[src/rtl/tsrch_pkg.sv]
package tsrch_pkg;
    typedef enum logic [1:0] {
        SRCH_IDLE  = 2'd0,
        SRCH_INPUT = 2'd1,
        SRCH_STATE = 2'd2
    } srch_state_t;
endpackage

[src/rtl/tsrch_store.sv]
// Entry storage: both segments of every entry, written one entry per edge.
module tsrch_store #(
    parameter int ENTRIES = 8,
    parameter int IN_W    = 4,
    parameter int ST_W    = 12,
    localparam int IDX_W  = $clog2(ENTRIES)
) (
    input  logic                           clk,
    input  logic                           rst,
    input  logic                           wr_en,
    input  logic [IDX_W-1:0]               wr_idx,
    input  logic [IN_W-1:0]                wr_in_val,
    input  logic [IN_W-1:0]                wr_in_care,
    input  logic [ST_W-1:0]                wr_st_val,
    input  logic [ST_W-1:0]                wr_st_care,
    output logic [ENTRIES-1:0][IN_W-1:0]   in_val,
    output logic [ENTRIES-1:0][IN_W-1:0]   in_care,
    output logic [ENTRIES-1:0][ST_W-1:0]   st_val,
    output logic [ENTRIES-1:0][ST_W-1:0]   st_care
);
    for (genvar e = 0; e < ENTRIES; e++) begin : g_entry
        always_ff @(posedge clk) begin
            if (rst) begin
                in_val[e]  <= '0;
                in_care[e] <= '1;
                st_val[e]  <= '0;
                st_care[e] <= '1;
            end else if (wr_en && (int'(wr_idx) == e)) begin
                in_val[e]  <= wr_in_val;
                in_care[e] <= wr_in_care;
                st_val[e]  <= wr_st_val;
                st_care[e] <= wr_st_care;
            end
        end
    end
endmodule

[src/rtl/tsrch_seg_cmp.sv]
// Per-entry ternary compare of one segment, gated by a per-entry enable.
module tsrch_seg_cmp #(
    parameter int ENTRIES = 8,
    parameter int W       = 4
) (
    input  logic [ENTRIES-1:0][W-1:0] val,
    input  logic [ENTRIES-1:0][W-1:0] care,
    input  logic [W-1:0]              key,
    input  logic [ENTRIES-1:0]        en,
    output logic [ENTRIES-1:0]        match
);
    for (genvar e = 0; e < ENTRIES; e++) begin : g_cmp
        logic [W-1:0] diff;
        assign diff     = (val[e] ^ key) & care[e];
        assign match[e] = en[e] & (diff == '0);
    end
endmodule

[src/rtl/tsrch_gated_tcam.sv]
module tsrch_gated_tcam
    import tsrch_pkg::*;
#(
    parameter int ENTRIES = 8,
    parameter int IN_W    = 4,
    parameter int ST_W    = 12,
    parameter int CNT_W   = 16
) (
    input  logic                         clk,
    input  logic                         rst,
    input  logic                         wr_en,
    input  logic [$clog2(ENTRIES)-1:0]   wr_idx,
    input  logic [IN_W-1:0]              wr_in_val,
    input  logic [IN_W-1:0]              wr_in_care,
    input  logic [ST_W-1:0]              wr_st_val,
    input  logic [ST_W-1:0]              wr_st_care,
    input  logic                         srch_req,
    input  logic [IN_W-1:0]              key_in,
    input  logic [ST_W-1:0]              key_st,
    output logic [ENTRIES-1:0]           hit,
    output logic                         done,
    output logic                         busy,
    output logic [CNT_W-1:0]             skip_cnt
);
    logic [ENTRIES-1:0][IN_W-1:0] s_in_val, s_in_care;
    logic [ENTRIES-1:0][ST_W-1:0] s_st_val, s_st_care;
    logic [IN_W-1:0]              key_in_q;
    logic [ST_W-1:0]              key_st_q;
    logic [ENTRIES-1:0]           in_match, in_hit_q, st_match;
    logic [CNT_W-1:0]             skip_add;
    srch_state_t                  state_q, state_d;

    tsrch_store #(.ENTRIES(ENTRIES), .IN_W(IN_W), .ST_W(ST_W)) u_store (
        .clk(clk), .rst(rst), .wr_en(wr_en), .wr_idx(wr_idx),
        .wr_in_val(wr_in_val), .wr_in_care(wr_in_care),
        .wr_st_val(wr_st_val), .wr_st_care(wr_st_care),
        .in_val(s_in_val), .in_care(s_in_care),
        .st_val(s_st_val), .st_care(s_st_care)
    );

    // Step one: every entry's input segment is compared.
    tsrch_seg_cmp #(.ENTRIES(ENTRIES), .W(IN_W)) u_in_cmp (
        .val(s_in_val), .care(s_in_care), .key(key_in_q),
        .en({ENTRIES{1'b1}}), .match(in_match)
    );

    // Step two: only entries whose input segment matched are evaluated.
    tsrch_seg_cmp #(.ENTRIES(ENTRIES), .W(ST_W)) u_st_cmp (
        .val(s_st_val), .care(s_st_care), .key(key_st_q),
        .en(in_hit_q), .match(st_match)
    );

    always_comb begin
        skip_add = '0;
        for (int e = 0; e < ENTRIES; e++) begin
            skip_add = skip_add + CNT_W'(!in_hit_q[e]);
        end
    end

    // State register
    always_ff @(posedge clk) begin
        if (rst) state_q <= SRCH_IDLE;
        else     state_q <= state_d;
    end

    always_comb begin
        state_d = state_q;
        unique case (state_q)
            SRCH_IDLE:  if (srch_req) state_d = SRCH_INPUT;
            SRCH_INPUT: state_d = SRCH_STATE;
            SRCH_STATE: state_d = SRCH_IDLE;
            default:    state_d = SRCH_IDLE;
        endcase
    end

    assign busy = (state_q != SRCH_IDLE);

    // Outputs and datapath registers
    always_ff @(posedge clk) begin
        if (rst) begin
            key_in_q <= '0;
            key_st_q <= '0;
            in_hit_q <= '0;
            hit      <= '0;
            done     <= 1'b0;
            skip_cnt <= '0;
        end else begin
            done <= 1'b0;
            unique case (state_q)
                SRCH_IDLE: begin
                    if (srch_req) begin
                        key_in_q <= key_in;
                        key_st_q <= key_st;
                    end
                end
                SRCH_INPUT: in_hit_q <= in_match;
                SRCH_STATE: begin
                    hit      <= st_match;
                    done     <= 1'b1;
                    skip_cnt <= skip_cnt + skip_add;
                end
                default: ;
            endcase
        end
    end

    // a reported hit always comes from an entry whose input segment matched
    assert_hit_gated_R3: assert property (@(posedge clk) disable iff (rst)
        done |-> ((hit & ~in_hit_q) == '0));

    // an accepted request makes the block busy on the next cycle
    assert_accept_busy_R5: assert property (@(posedge clk) disable iff (rst)
        (srch_req && !busy) |=> busy);

    // done follows exactly two busy cycles and is a single pulse
    assert_done_after_two_R5: assert property (@(posedge clk) disable iff (rst)
        done |-> (!busy && $past(busy, 1) && $past(busy, 2)));

    assert_done_single_R5: assert property (@(posedge clk) disable iff (rst)
        done |=> !done);

    // results only move when a search completes
    assert_hit_held_R7: assert property (@(posedge clk) disable iff (rst)
        !$stable(hit) |-> done);

    assert_skip_held_R4: assert property (@(posedge clk) disable iff (rst)
        !$stable(skip_cnt) |-> done);
endmodule

[config.mk]
export PLATFORM = sky130hd
export DESIGN_NAME = tsrch_gated_tcam
export DESIGN_NICKNAME = d
export VERILOG_FILES = /design/src/rtl/tsrch_pkg.sv /design/src/rtl/tsrch_store.sv /design/src/rtl/tsrch_seg_cmp.sv /design/src/rtl/tsrch_gated_tcam.sv
export SDC_FILE = /design/constraint.sdc
export NUM_CORES = 1
export LEC_CHECK = 0
export BUFFER_PORTS_ARGS = -buffer_cell sky130_fd_sc_hd__buf_4
export CORE_UTILIZATION = 65
export CTS_CLUSTER_SIZE = 12
export DETAILED_ROUTE_END_ITERATION = 7
export GPL_TIMING_DRIVEN = 0
export PLACE_DENSITY = 0.8
export SETUP_SLACK_MARGIN = 0.1
export SLEW_MARGIN = 10
export SYNTH_ARGS = -nofsm -noshare
export SYNTH_HDL_FRONTEND = slang
export SYNTH_HIERARCHICAL = 1
export SYNTH_SLANG_ARGS = --single-unit
[constraint.sdc]
create_clock -name clk -period 5.6 [get_ports clk]
set_clock_uncertainty 0.15 [all_clocks]
set_input_delay 0.28 -clock clk [delete_from_list [all_inputs] [get_ports clk]]
set_output_delay 0.28 -clock clk [all_outputs]
set_load 0.02 [all_outputs]
======== Word-level counts from Yosys, hierarchy flattened ========
Cells that the tools add are included.
Widths: inputs -> output; s select.
cells by class
  add/subtract/negate cells ............... 8
  multiply operators ...................... 0
  div/mod/pow operators ................... 0
  order comparisons ....................... 0
  eq/ne operators ......................... 10
  shift operators ......................... 0
  muxes and demuxes ....................... 3
  bitwise logic cells ..................... 40
  reductions and logical operators ........ 36
operators by type and width
  kind                count
  $and 12x12->12      8
  $logic_not 12->1    8
  $xor 12x12->12      8
  $and 4x4->4         8
  $logic_not 4->1     8
  $xor 4x4->4         8
  $add 16x8->16       1
  $eq 3x3->1 const B  4
  $add 7x1->8         1
  $and 1x1->1         8
  $logic_and 1x1->1   8
  $logic_not 1->1     8
  $add 6x1->7         1
  $add 5x1->6         1
  $eq 3x2->1 const B  2
  $add 4x1->5         1
  $add 3x1->4         1
  $pmux 2 s2          1
  $add 2x1->3         1
  $eq 3x1->1 const B  1
  $logic_not 3->1     1
  $add 1x1->2         1
  $eq 2x1->1 const B  1
  $eq 2x2->1 const B  1
  6 further kinds     6
storage, ports and cells
  flip-flop bits (word level) ............. 307
  latch bits .............................. 0
  RAM bits ................................ 0
  memory bits (read-only) ................. 0
  input port bits ......................... 55
  output and inout bits ................... 26
  logic and storage cells ................. 136
  memories ................................ 0

======== Depth between registers and ports, before layout ========
Gate-level depths: netlist of run 1.
  word-level depth ........................ 9
  mapped depth ............................ 11
  gate-level depth less buffers ........... 11

======== Cells and area by module ========
Netlist of run 1, hierarchy kept.
by module, submodules not included
  module                     times used  cells an instance  area an instance (sq um)  seq. area each (sq um)
  tsrch_store                1           890                9,650.5                   5,124.9
  tsrch_gated_tcam           1           264                2,217.1                   1,021.0
  tsrch_seg_cmp at u_st_cmp  1           180                1,402.6                   0.0
  tsrch_seg_cmp at u_in_cmp  1           60                 466.7                     0.0

======== Worst setup path after synthesis of run 1 ========
No wires, ideal clock.
  kind .................................... register -> register
  start point ............................. register skip_cnt[0]
  end point ............................... register skip_cnt[14]
  setup time .............................. 101 ps
  data arrival time ....................... 3,434 ps
  data required time ...................... 5,349 ps
  path slack .............................. 1,915 ps
  cell stages (with the launch flop) ...... 12
  buffers on the path ..................... 0
  clock period less this slack ............ 3,685 ps
  cells stage by stage .................... dfxtp_1 -> inv_1 -> fa_1 -> inv_1 -> fa_1 -> fa_1 -> fa_1 -> fa_1 -> nand3_1 -> a21o_1 -> o311ai_0 -> o41ai_1
between the ends
  word-level cells in the longest chain between the ends .. 1
ends and longest elaborated chain
  what                      line                     source
  start: declaration        tsrch_gated_tcam.sv:23   output logic [CNT_W-1:0] skip_cnt
  start signal: assignment  tsrch_gated_tcam.sv:100  skip_cnt <= skip_cnt + skip_add;
  $add 16x8->16             tsrch_gated_tcam.sv:100
Every way passes these cells.
A chain may end at the register's enable or synchronous reset.

======== Worst setup path in the final report of run 1 ========
Ends and elaborated chain as after synthesis.

==> metrics.txt, run 1 <==
CP Class=reg2reg; min-delay worst type=in2reg; CTS root buffer=clkbuf_16; Synth top area share=44.7%; I/O Pins=81; final wirelength=40900 um; Seq cells post-synth=about 300; status=finished clean; Die ar.=between 20000 and 25000 um^2; slew of the pin with the lowest slew margin=0.971 ns; Min-Delay Path Depth=3; synth warn=6; Max Fclk=259 MHz; Pins Over Slew Limit=0; Synth top cells by count=307 x dfxtp_1, 256 x mux2i_1, 146 x nand2b_1, 146 x nor2_1, 128 x xor2_1; core area=~20000 um^2; initial cell density of the core=between 60% and 70%; Initial DRC Count=between 800 and 900; worst setup path start=skip_cnt[0]; CTS max path bufs=3; Vias/cell=5.91; CP Capture Type=flop; DRC=0; PortBufs=75; unrepaired setup endpoints after global routing=no; worst vdd ir=roughly 0.22 mV; grt ovf=0; Post-DRT Antenna Nets=0; TritonRoute pass-1 iters=7; synth unique cells=50; HP Start=wr_st_care[0]; Pwr Total=5030 uW; TNS Setup=0 ns; LEAKAGE=0.00805 uW; share of layout cells above drive strength 1=about an eighth; Final Hold Vio Count=0; P&R area growth vs syn=16.9%; r2r setup slk=around 1.7 ns; row count=52; CTS tree=built; cell area after synthesis=roughly 14000 um^2; Startpoint Class=flop; largest net degree at the start of global routing=13; worst reg2reg path startpoint=skip_cnt[0]; Post-synth EDFFs=0; die extent in y=between 100 and 150 um; Syn Area/Cell=roughly 10 um^2; Period minus WS final=just under 4 ns; final number of setup-violating endpoints=0; dominant cell type by area after synthesis=dfxtp_1; Req. time, crit path=5.85 ns; Sink Count=around 300; FF-to-FF End=skip_cnt[14]; R2R depth=11; pwr dens=approximately 310 nW/um^2; Clock transition at path regs=about 0.060 ns; Synth area leaders=dfxtp_1 45%, mux2i_1 19%, xor2_1 8.2%, nand2b_1 6.6%, nor2_1 4.0%; # H-tree levels=2; Slew headroom=35.3%; Global Route Usage Sum=between 30% and 40%; final period utilization=between 60% and 70%; vias in the first global route=10820; most frequent cell after synthesis=dfxtp_1; Nets=approximately 1600; main flop type after synthesis=dfxtp_1; initial antenna violation count=1; CP max FO=5; first-pass GRT wire length=~62000 um; Final Wtd Congestion=0.904; CP arrival=a little over 4 ns; Vias=around 11000; Max Cap Viol=0; fraction of registers with async set/reset=0%; Routed wire per std cell=approximately 22 um; Min-Delay Endpoint=u_store/st_care[72]; worst skew pair latency=0.51 ns; Seq/Total Area, Yosys=approximately 45%; DP Wirelength=between 20000 and 30000 um; cts bufs inserted=34; Gate Count Post-Synth=1394; DIE WIDTH=about 150 um
[routing by layer]
| layer | vias to the layer above | share of wire, % | global-route usage (%) |
|---|---|---|---|
| met5 | - | 0 | 0 |
| met4 | 0 | 5.5 | 20.1 |
| met3 | 139 | 9.3 | 7.62 |
| met2 | 521 | 45 | 61.9 |
| met1 | 5206 | 40 | 49.1 |
| li1 | 4953 | - | - |
[report_power, final]
| group | switching, uW | internal [uW] |
|---|---|---|
| clock network | 874 | 1340 |
| registers | 36.2 | 2240 |
| logic | 326 | 218 |
[critical path, cell delays in order, from the launching register on]
cell      delay, ns
dfxtp_1        0.38
inv_1          0.08
fa_1           0.54
inv_1          0.05
fa_1           0.53
fa_1           0.44
fa_1           0.44
fa_1           0.43
nand3_1        0.25
a21o_1         0.23
o311ai_0       0.14
o41ai_1        0.09
[timing repair]
action | in CTS | in global routing
resized for setup | 0 | 0
hold buffers | 31 | 0
endpoints found under the hold margin | 113 | 0
buffers inserted | 0 | 0
[kinds of logic after synthesis]
family	Yosys count	share of synthesized area [%]
xor gates and xnor gates	133	8.48
buffers and inverters	125	4.46
muxes	257	18.7
and+or+nand+nor	450	16.6
AOI/OAI and AO/OA	110	5.68
adders and majority gates	11	1.28
DFF	307	44.7
other	1	0.0273
[cell usage in the layout (no fill, tap or decap), drive strengths merged, types with 6 or more instances in the layout]
cell	instances
nand3	11
dlygate4sd3	31
xor2	128
buf	147
a22oi	32
a21oi	43
a222oi	16
nand2	88
ha	6
conb	8
and3	8
inv	14
nor2	162
dfxtp	307
clkbuf	88
nand2b	146
mux2i	256
nand4	11
[final cells by class]
class,count,area [um^2]
Multi-Input combinational cell,969,7000
Sequential cell,307,6150
Fill cell,1412,4430
Clock buffer,49,1010
Timing Repair Buffer,106,873
Buffer,111,561
Tap cell,270,338
Clock inverter,5,75.1
Inverter,14,52.6
Antenna cell,1,2.50
[metrics by stage]
step	hold slack [ns]	instances	setup slack [ns]	cell area, um^2	utilization, %
after floorplan	0.266	1401	1.92	13800	-
after global placement	0.291	1746	1.83	14700	71.6
after detailed placement	0.295	1746	1.79	14700	71.6
after CTS	0.00661	1831	1.76	16100	78.4
after global routing	0.00629	1831	1.50	16100	78.4
final	0.0343	1832	1.75	16100	78.4
[worst max path at each step]
stage | slack [ns] | end
2_1_floorplan | 1.92 | skip_cnt[14]
3_3_place_gp | 1.83 | skip_cnt[14]
3_5_place_dp | 1.79 | skip_cnt[14]
4_1_cts | 1.76 | skip_cnt[14]
5_1_grt | 1.50 | skip_cnt[12]
6_report | 1.75 | skip_cnt[14]
[registers in the layout, indices dropped and copies added, names as in the netlist]
name and flops:
u_store/st_care 96, u_store/st_val 96, u_store/in_care 32, u_store/in_val 32, skip_cnt 16, key_st_q 12
hit 8, in_hit_q 8, key_in_q 4, state_q 2, done 1
No activity file was read; power rests on OpenSTA's default activity.
==> run 2: changes to the inputs <==
--- a/config.mk
+++ b/config.mk
@@ -5,12 +5,13 @@
 export SDC_FILE = /design/constraint.sdc
 export NUM_CORES = 1
 export LEC_CHECK = 0
+export ABC_AREA = 1
 export BUFFER_PORTS_ARGS = -buffer_cell sky130_fd_sc_hd__buf_4
-export CORE_UTILIZATION = 65
+export CORE_UTILIZATION = 61
 export CTS_CLUSTER_SIZE = 12
 export DETAILED_ROUTE_END_ITERATION = 7
 export GPL_TIMING_DRIVEN = 0
-export PLACE_DENSITY = 0.8
+export PLACE_DENSITY = 0.76
 export SETUP_SLACK_MARGIN = 0.1
 export SLEW_MARGIN = 10
 export SYNTH_ARGS = -nofsm -noshare
==> constraint.sdc (replaced) <==
create_clock -name clk -period 3.8 [get_ports clk]
set_clock_uncertainty 0.15 [all_clocks]
set_input_delay 0.19 -clock clk [delete_from_list [all_inputs] [get_ports clk]]
set_output_delay 0.19 -clock clk [all_outputs]
set_load 0.02 [all_outputs]
==> metrics.txt, run 2 <==
TritonRoute pass-1 iters=6; Sink Count=slightly above 300; worst vdd ir=0.360 mV; initial antenna violation count=1; Gate power share=between 10% and 20%; synth warn=6; Post-DRT Antenna Nets=0; Critical Path Max Stage Delay=~0.53 ns; Syn Area/Cell=6.45 um^2; Final Hold Vio Count=1; crit path cell chain=inv_1, fa_1, inv_1, fa_1, fa_1, fa_2, fa_2, inv_1, nor2_1, nor2_2, nor2_4, o21ai_0, a21oi_1; share of layout cells above drive strength 1=between 10% and 20%; clock network power share=43.0%; Post-synth EDFFs=0; Gate Count Post-Synth=2254; Vias/cell=approximately 5.5; CP Capture Type=flop; Period minus WS final=about 3.5 ns; DP Wirelength=~34000 um; critical path's slowest cell=fa_1; CTS root buffer=clkbuf_16; Synth top area share=42.3%; initial cell density of the core=about 62%; most frequent cell after synthesis=nand2_1; worst skew pair latency=between 0.5 and 0.6 ns; P&R area growth vs syn=16.9%; Min-Delay Endpoint=key_st_q[0]; Seq pwr share=~43%; TNS Setup=0 ns; Seq/Total Area, Yosys=42.3%; HP Start=srch_req; DP Cell Count=around 2600; die extent in y=roughly 160 um; Largest regs=u_store/st_care: 96 flops, u_store/st_val: 96 flops; worst reg2reg path startpoint=skip_cnt[0]; Final Wtd Congestion=about 0.91; main flop type after synthesis=dfxtp_1; Min-Delay Path Depth=4; LEAKAGE=about 0.0083 uW; most common library cell in the layout ignoring fill and taps=nand2_1; unrepaired setup endpoints after global routing=no; Max Cap Viol=0; Die ar.=24500 um^2; Req. time, crit path=between 4 and 5 ns; Initial DRC Count=~1400; slew of the pin with the lowest slew margin=approximately 0.77 ns; Synth area leaders=dfxtp_1 42%, nand2_1 19%, nor2_1 12%, nand3_1 12%, inv_1 3.4%; Startpoint Class=flop; fraction of registers with async set/reset=0%; grt ovf=0; Clock transition at path regs=~0.050 ns; DIE WIDTH=156 um; Power Internal=roughly 5900 uW; pwr dens=around 470 nW/um^2; Synth top cells by count=720 x nand2_1, 469 x nor2_1, 350 x nand3_1; Pwr Total=7950 uW; CTS max path bufs=3; dominant cell type by area after synthesis=dfxtp_1; dpl ws=about 0.11 ns; first-pass GRT wire length=70300 um; cell area after synthesis=about 15000 um^2; final period utilization=92.4%; Nets=2464; row count=56; Routed wire per std cell=~17 um; Vias=roughly 15000; I/O Pins=slightly above 80; Seq cells post-synth=approximately 310; final number of setup-violating endpoints=0; status=finished with violations; synth unique cells=30; Max Fclk=~280 MHz; Global Route Usage Sum=between 30% and 40%; r2r setup slk=between 0.2 and 0.3 ns; CTS tree=built; DRC=0; PortBufs=64; Pins Over Slew Limit=0; Final Non-Filler Cells=2740; CP max FO=7; core area=23400 um^2; min-delay worst type=in2reg; Setup WS post-layout=0.291 ns; failing checks=hold timing; cts bufs inserted=35; final wirelength=roughly 46000 um; R2R depth=13; CP arrival=approximately 3.7 ns; largest net degree at the start of global routing=13; # H-tree levels=2; Psw=2100 uW; CP Class=reg2reg; Slew headroom=48.7%; Hold WS=-0.00235 ns; Sw Ratio=26.4%; most frequent cells in the layout=720 x nand2_1, 468 x nor2_1, 350 x nand3_1, 307 x dfxtp_1, 132 x inv_1; FF-to-FF End=skip_cnt[4]; vias in the first global route=around 13000
run 2: cell count changes after synthesis, sizes merged, moves of 131 or more:
cell	delta
nor2	+334
nand2b	-146
inv	+131
mux2i	-256
nand2	+639
nand3	+341
run 2: routing by layer:
| layer | wire (um) | GRT usage [%] | part of all wire [%] | vias up |
|---|---|---|---|---|
| li1 | - | - | - | 7259 |
| met1 | 18200 | 47.8 | 39 | 6817 |
| met2 | 21500 | 64.2 | 47 | 746 |
| met3 | 4430 | 4.74 | 9.6 | 142 |
| met4 | 2020 | 17.2 | 4.4 | 0 |
| met5 | 0 | 0 | 0 | - |
run 2: layout make-up:
cell class / instances / area [um^2]
clock inverters: 2 / 60.1
multi-input cells: 1677 / 7160
flip-flops and latches: 307 / 6150
inverters: 147 / 552
clock buffers: 57 / 1110
plain buffers: 130 / 722
diodes: 1 / 2.50
fillers: 2045 / 6410
repair buffers: 100 / 841
well taps: 319 / 399
run 2: critical path: cells and delay by family (launching register included):
kind	cells	cell delay, ns
adders and majority gates	5	2.27
buffers and inverters	3	0.20
DFF	1	0.34
AOI/OAI and AO/OA	2	0.20
and+or+nand+nor	3	0.24
run 2: through the flow:
step | instance area [um^2] | utilization [%]
3_5_place_dp | 15400 | 66.0
2_1_floorplan | 14600 | -
4_1_cts | 17000 | 72.5
3_3_place_gp | 15400 | 66.0
6_report | 17000 | 72.6
5_1_grt | 17000 | 72.6
run 2: power by group through the flow:
stage / clock [uW] / sequential, uW / combinational [uW]
global placement: 0 / 3490 / 1020
detailed placement: 0 / 3500 / 1040
global route: 3570 / 3450 / 1210
finish: 3420 / 3430 / 1100
CTS: 3440 / 3430 / 1080
floorplan: 0 / 3480 / 715
run 2: worst max path at each step:
stage                      startpoint            to  slack (ns)
after floorplan           skip_cnt[0]   skip_cnt[4]        0.14
after global placement    skip_cnt[0]   skip_cnt[4]        0.18
after detailed placement  skip_cnt[0]   skip_cnt[4]        0.11
final                     skip_cnt[0]   skip_cnt[4]        0.29
after CTS                 skip_cnt[0]   skip_cnt[4]        0.10
after global routing      skip_cnt[0]  skip_cnt[14]        0.12
run 2: cell families after synthesis:
group | Yosys count | synth area share (%)
buffers and inverters | 277 | 8.76
flip-flops | 307 | 42.3
adder cells (fa/ha/maj) | 11 | 1.20
AO/OA/AOI/OAI | 57 | 1.96
XOR/XNOR | 2 | 0.121
AND/OR/NAND/NOR | 1599 | 45.6
other | 1 | 0.0258
run 2: what timing repair did:
| item | CTS | global route |
|---|---|---|
| resized for setup | 0 | 4 |
| hold buffers | 36 | 0 |
| buffers inserted | 0 | 0 |
| hold endpoints to repair | 154 | 0 |
| endpoints found under the setup margin | 0 | 6 |
